<file path="config.mk">
export PLATFORM = sky130hd
export DESIGN_NAME = txfill_inserter
export DESIGN_NICKNAME = d
export VERILOG_FILES = /design/src/rtl/txfill_pkg.sv /design/src/rtl/txfill_symgen.sv /design/src/rtl/txfill_outreg.sv /design/src/rtl/txfill_inserter.sv
export SDC_FILE = /design/constraint.sdc
export NUM_CORES = 1
export LEC_CHECK = 0
export ABC_AREA = 1
export BUFFER_PORTS_ARGS = -buffer_cell sky130_fd_sc_hd__buf_2
export CORE_MARGIN = 5
export CORE_UTILIZATION = 35
export DETAILED_ROUTE_END_ITERATION = 10
export PLACE_DENSITY = 0.72
export SETUP_SLACK_MARGIN = 0.05
export SYNTH_ARGS = -nofsm -noshare
export SYNTH_HDL_FRONTEND = slang
export SYNTH_SLANG_ARGS = --single-unit
</file>
<file path="constraint.sdc">
create_clock -name clk -period 0.9 [get_ports clk]
set_clock_uncertainty 0.1 [all_clocks]
set_input_delay 0.18 -clock clk [delete_from_list [all_inputs] [get_ports clk]]
set_output_delay 0.18 -clock clk [all_outputs]
set_load 0.02 [all_outputs]
</file>
<file path="src/rtl/txfill_pkg.sv">
// Shared constants for the transmit idle-fill inserter.
// Assumes the wide character is at most 13 bits (the length of the wide pattern).
package txfill_pkg;
    localparam int NARROW_BITS = 10;
    localparam logic [NARROW_BITS-1:0] COMMA_RD_NEG = 10'b0011111010;
    localparam logic [NARROW_BITS-1:0] COMMA_RD_POS = 10'b1100000101;
    localparam logic [12:0]            WIDE_PATTERN = 13'b0110000100011;
endpackage

</file>
<file path="src/rtl/txfill_symgen.sv">
// Fill symbol generator: holds the K28.5 disparity toggle and presents the
// fill symbol for the current mode. The toggle advances only when a narrow
// fill is actually loaded. Assumes CHAR_W >= NARROW_W and CHAR_W <= 13.
module txfill_symgen
    import txfill_pkg::*;
#(
    parameter int CHAR_W   = 12,
    parameter int NARROW_W = 10
) (
    input  logic              clk,
    input  logic              rst_n,
    input  logic              load_fill,
    input  logic              wide_mode,
    output logic [CHAR_W-1:0] fill_sym
);
    localparam logic [CHAR_W-1:0] FILL_WIDE = WIDE_PATTERN[CHAR_W-1:0];

    logic                rd_pos;
    logic [NARROW_W-1:0] comma;
    logic [CHAR_W-1:0]   comma_ext;

    // Disparity toggle: flips on each narrow fill, holds otherwise.
    always_ff @(posedge clk) begin
        if (!rst_n)
            rd_pos <= 1'b0;
        else if (load_fill && !wide_mode)
            rd_pos <= ~rd_pos;
    end

    // Pick the comma form for the current toggle state.
    always_comb begin
        comma = rd_pos ? COMMA_RD_POS[NARROW_W-1:0] : COMMA_RD_NEG[NARROW_W-1:0];
    end

    generate
        if (CHAR_W > NARROW_W) begin : g_pad
            assign comma_ext = {{(CHAR_W-NARROW_W){1'b0}}, comma};
        end else begin : g_same
            assign comma_ext = comma;
        end
    endgenerate

    // Mode selects between the comma and the fixed wide pattern.
    always_comb begin
        fill_sym = wide_mode ? FILL_WIDE : comma_ext;
    end
endmodule

</file>
<file path="src/rtl/txfill_outreg.sv">
// Output stage: chooses FIFO data or the fill symbol and registers the
// character and its fill flag. Narrow data is masked to NARROW_W bits.
module txfill_outreg #(
    parameter int CHAR_W   = 12,
    parameter int NARROW_W = 10
) (
    input  logic              clk,
    input  logic              rst_n,
    input  logic              fifo_empty,
    input  logic              wide_mode,
    input  logic [CHAR_W-1:0] fifo_data,
    input  logic [CHAR_W-1:0] fill_sym,
    output logic [CHAR_W-1:0] tx_char,
    output logic              fill_flag
);
    localparam logic [CHAR_W-1:0] NARROW_MASK = CHAR_W'((1 << NARROW_W) - 1);

    logic [CHAR_W-1:0] data_sel;

    // Trim data to the active character width.
    always_comb begin
        data_sel = wide_mode ? fifo_data : (fifo_data & NARROW_MASK);
    end

    // Load either the fill symbol or the trimmed data each character period.
    always_ff @(posedge clk) begin
        if (!rst_n) begin
            tx_char   <= '0;
            fill_flag <= 1'b0;
        end else if (fifo_empty) begin
            tx_char   <= fill_sym;
            fill_flag <= 1'b1;
        end else begin
            tx_char   <= data_sel;
            fill_flag <= 1'b0;
        end
    end
endmodule

</file>
<file path="src/rtl/txfill_inserter.sv">
// Transmit idle-fill inserter top. Pops the FIFO whenever it holds a
// character (first-word-fall-through), otherwise loads a sync fill.
// Assumes one character per clock.
module txfill_inserter #(
    parameter int CHAR_W   = 12,
    parameter int NARROW_W = 10
) (
    input  logic              clk,
    input  logic              rst_n,
    input  logic              wide_mode,
    input  logic              fifo_empty,
    input  logic [CHAR_W-1:0] fifo_data,
    output logic              fifo_rd,
    output logic [CHAR_W-1:0] tx_char,
    output logic              fill_flag
);
    logic [CHAR_W-1:0] fill_sym;

    // Read strobe: pop only out of reset and when a character waits.
    always_comb begin
        fifo_rd = rst_n && !fifo_empty;
    end

    txfill_symgen #(.CHAR_W(CHAR_W), .NARROW_W(NARROW_W)) u_symgen (
        .clk       (clk),
        .rst_n     (rst_n),
        .load_fill (fifo_empty),
        .wide_mode (wide_mode),
        .fill_sym  (fill_sym)
    );

    txfill_outreg #(.CHAR_W(CHAR_W), .NARROW_W(NARROW_W)) u_outreg (
        .clk        (clk),
        .rst_n      (rst_n),
        .fifo_empty (fifo_empty),
        .wide_mode  (wide_mode),
        .fifo_data  (fifo_data),
        .fill_sym   (fill_sym),
        .tx_char    (tx_char),
        .fill_flag  (fill_flag)
    );
endmodule

</file>
### Word level (Yosys, flattened, before mapping)

Cells that the tools add are included.
Widths: inputs -> output; s select.

| storage, ports and cells | value |
|---|---|
| register bits after elaboration | 14 |
| bits of input ports | 16 |
| logic and storage cells | 13 |

| cells by class | value |
|---|---|
| multiplexer cells | 5 |
| bitwise gates (word level) | 1 |
| reduce and logical (&&, ||, !) cells | 4 |

Operators with widths:

| kind | number |
|---|---|
| $mux 12 | 3 |
| $mux 10 | 1 |
| $logic_and 1x1->1 | 2 |
| $logic_not 1->1 | 2 |
| $mux 1 | 1 |
| $not 1->1 | 1 |

### Longest topological paths before layout

| logic depth | value |
|---|---|
| depth in word-level cells | 3 |
| depth in mapped cells | 5 |
| gate-level depth less buffers | 5 |

### By module

Synthesis repeated with hierarchy kept, for this count alone.

| second synthesis, totals | value |
|---|---|
| cells, all modules | 100 |
| area, all modules | 666.9 um^2 |

Modules (own cells, without submodules):

| module | instances | cells each | area an instance (um^2) | sequential area each (um^2) |
|---|---|---|---|---|
| txfill_outreg | 1 | 80 | 535.5 | 260.2 |
| txfill_symgen | 1 | 18 | 121.4 | 20.0 |
| txfill_inserter | 1 | 2 | 10.0 | 0.0 |

### Worst setup path before layout

Ideal clock, no wire load.

| timing | value |
|---|---|
| kind | register to register |
| start point | register u_symgen.rd_pos |
| end point | register u_outreg.tx_char[3] |
| arrival | 657 ps |
| slack | 26 ps |
| stages on the path, launching flop included | 6 |
| path buffers | 0 |
| period minus slack after synthesis | 874 ps |
| cells stage by stage | dfxtp_1 > nor2_1 > nand2_1 > inv_1 > nand2_1 > nand2_1 |

| between the ends | value |
|---|---|
| longest elaborated chain between the ends | 3 |

RTL lines:

| what | line | source |
|---|---|---|
| from (decl) | txfill_symgen.sv:18 | `logic rd_pos;` |
| from (signal assigned) | txfill_symgen.sv:27 | `rd_pos <= ~rd_pos;` |
| $mux 10 | txfill_symgen.sv:32 | `comma = rd_pos ? COMMA_RD_POS[NARROW_W-1:0] : COMMA_RD_NEG[NARROW_W-1:0];` |
| $mux 12 | txfill_symgen.sv:45 | `fill_sym = wide_mode ? FILL_WIDE : comma_ext;` |
| $mux 12 | txfill_outreg.sv:30 | `end else if (fifo_empty) begin` |
| to (signal assigned) | txfill_outreg.sv:31 | `tx_char <= fill_sym;` |
| to (signal assigned) | txfill_outreg.sv:34 | `tx_char <= data_sel;` |
| to (decl) | txfill_outreg.sv:13 | `output logic [CHAR_W-1:0] tx_char,` |

Every way passes these cells.
A chain may end at the register's enable or synchronous reset.

### Worst setup path after layout

| timing | value |
|---|---|
| start point | register u_outreg.tx_char[1] |
| end point | output port tx_char[1] |

RTL lines:

| what | line | source |
|---|---|---|
| to (decl) | txfill_inserter.sv:14 | `output logic [CHAR_W-1:0] tx_char,` |

No word-level cell between the ends.

==> qor.csv <==
metric;value;unit
synth_flop_cell;dfxtp_1;
cts_root_buffer;clkbuf_4;
synth_area;479.2;um^2
synth_edf_count;0;
ir_worst_vdd;926.9;uV
finalWirelength;1.134;mm
fin_ws;-0.09762;ns
start_util;0.3683;
cts_tree;yes;
violations;setup timing;
synth_cell_types;11;
holdCritPathClass;in2reg;
slowest_stage;dfxtp_2;
synth_top_area_share;0.5849;
nNetsFinal;114;
antenna_cells;0;
drtIter0Drc;5;
max-slew-margin-rel;0.9082;
rrSetupSlack;0.06;ns
antenna_found_initial;0;
path_cells;buf_6;
io_pins;30;
layout-drive-gt1-share;0.6495;
core;0.001301;mm^2
synthTopCellsByArea;dfxtp_1, nand2_1, nor2_1, buf_6, o21ai_1;
finalSetupViolations;13;
leakage;0.4464;nW
dieHeight;47;um
io_buffers;29;
grtUsageTotal;0.1246;
postSynthAreaPerCell;8.557;um^2
die_area;0.002209;mm^2
ys_async_sr_fraction;0;
cts.htree.levels;1;
period_minus_slack;0.9976;ns
gp_congestion;0.7538;
grt_overflow;0;
synthCells;56;
insertion_delay;0.27;ns
synth.most_common_cell;nand2_1;
clkTransAtPathRegs;0.08;ns
cpPeakStageDelay;0.32;ns
hp-start;fifo_data[7];
netlist_top_cells_count;nand2_1, dfxtp_1, nor2_1, inv_1, o21ai_1;
clock.fmax;1002;MHz
detail_route.wl_per_cell;10.13;um
critPathArrivalTime;0.72;ns
cts.sinks;14;
drtPass1Iterations;3;
rsz0062_at_grt;true;
row_count;13;
hold_violations;0;
grt_max_degree;9;
cts_buffer_depth;2;
cts_buffers;3;
cp_top_family;flip-flops;
cp-end-kind;output pin;
first_global_vias;468;
cp_num_buf_inv;1;
maxCapViolations;0;
place_inst;102;
hpwl;823;um
power.density;1634;mW/mm^2
slew_viol_final;0;
start_kind;register;
criticalPathCategory;reg2out;
grt_first_pass_wirelength;1.835;mm
required;0.62;ns
fin_cells;112;
cp_max_fo;1;
cp-startpoint;u_outreg.tx_char[1];
r2r_start;u_symgen.rd_pos;
vias;468;
yosysTopAreaCell;dfxtp_1;
synth_seq_cells;14;
syn_nets;72;
power;0.001421;W
drc;0;
tightest_slew;0.1369;ns
syn_to_final_growth;81.46;%
ant_nets;0;
status;complete, but fails checks;
via_per_inst;4.179;
fp.dieW;47;um
yosys_warnings;0;
synth_seq_area_share;0.5849;
min_period_over_period;1.108;
## metrics by stage
stage	hold slack, ns	cell area [um^2]	util	setup TNS [ns]	setup slack (ns)
after floorplan	0.1914	480.5	-	0	0.06531
after global placement	0.2789	651.9	0.5010	0	0.01343
after detailed placement	0.2825	651.9	0.5010	-0.02112	-0.02038
after CTS	-0.004594	853.3	0.6558	-1.406	-0.1128
after global routing	0.009536	869.6	0.6683	-1.620	-0.1340
final	0.003815	869.6	0.6683	-1.235	-0.09762
## tightest hold or removal path, delay by kind of cell
kind                   cells  cell delay [ns]
AND/OR/NAND/NOR            2             0.10
buffers and inverters      1             0.07
## worst paths after layout
check / depth (start not counted) / endpoint
worst min register to register: 2 / u_symgen.rd_pos
worst max register to register: 5 / u_outreg.tx_char[6]
worst min-delay path: 3 / u_outreg.tx_char[7]
worst max-delay path: 1 / tx_char[1]
## state kept, by name, summed over array words and instances, names as in the netlist
| register | cells |
|---|---|
| u_outreg.fill_flag | 1 |
| u_outreg.tx_char | 12 |
| u_symgen.rd_pos | 1 |
## timing repair
action,CTS,global route
setup endpoints to repair,18,20
pin swaps,3,2
endpoints found under the hold margin,6,0
buffers inserted,4,0
hold buffers,2,0
resized for setup,46,5
## metal layers
layer | vias to the layer above | GRT usage | part of all wire
li1 | 250 | - | -
met1 | 200 | 0.1178 | 0.35
met2 | 16 | 0.2195 | 0.55
met3 | 2 | 0.01533 | 0.076
met4 | 0 | 0.1326 | 0.024
met5 | - | 0 | 0
## power by group
part | leakage [nW] | switching, W | internal, W
Sequential | 0.121 | 0.0000210 | 0.000667
Clock | 0.0210 | 0.000197 | 0.000246
Combinational | 0.305 | 0.000133 | 0.000157
## area by class of cell
| cell class | count | area, um^2 |
|---|---|---|
| timing repair buffer | 39 | 325.3 |
| sequential | 14 | 300.3 |
| clock buffer | 4 | 36.28 |
| tap | 15 | 18.77 |
| multi-input combinational | 36 | 173.9 |
| inverter | 4 | 15.01 |
| fill | 111 | 431.7 |
## cell families after synthesis
kind of cell | after synthesis | share of synthesized area
buf+inv | 6 | 0.07832
flops | 14 | 0.5849
compound gates | 6 | 0.08353
simple gates | 30 | 0.2533
## placed cells by master (no fill, tap or decap), drive strengths merged
| cell type | n |
|---|---|
| dlygate4sd3 | 2 |
| clkbuf | 4 |
| o21ai | 4 |
| a21oi | 1 |
| a21boi | 1 |
| nand3 | 1 |
| dfxtp | 14 |
| nand2 | 15 |
| nor2 | 14 |
| buf | 37 |
| inv | 4 |
(Power assumes the default switching activity.)
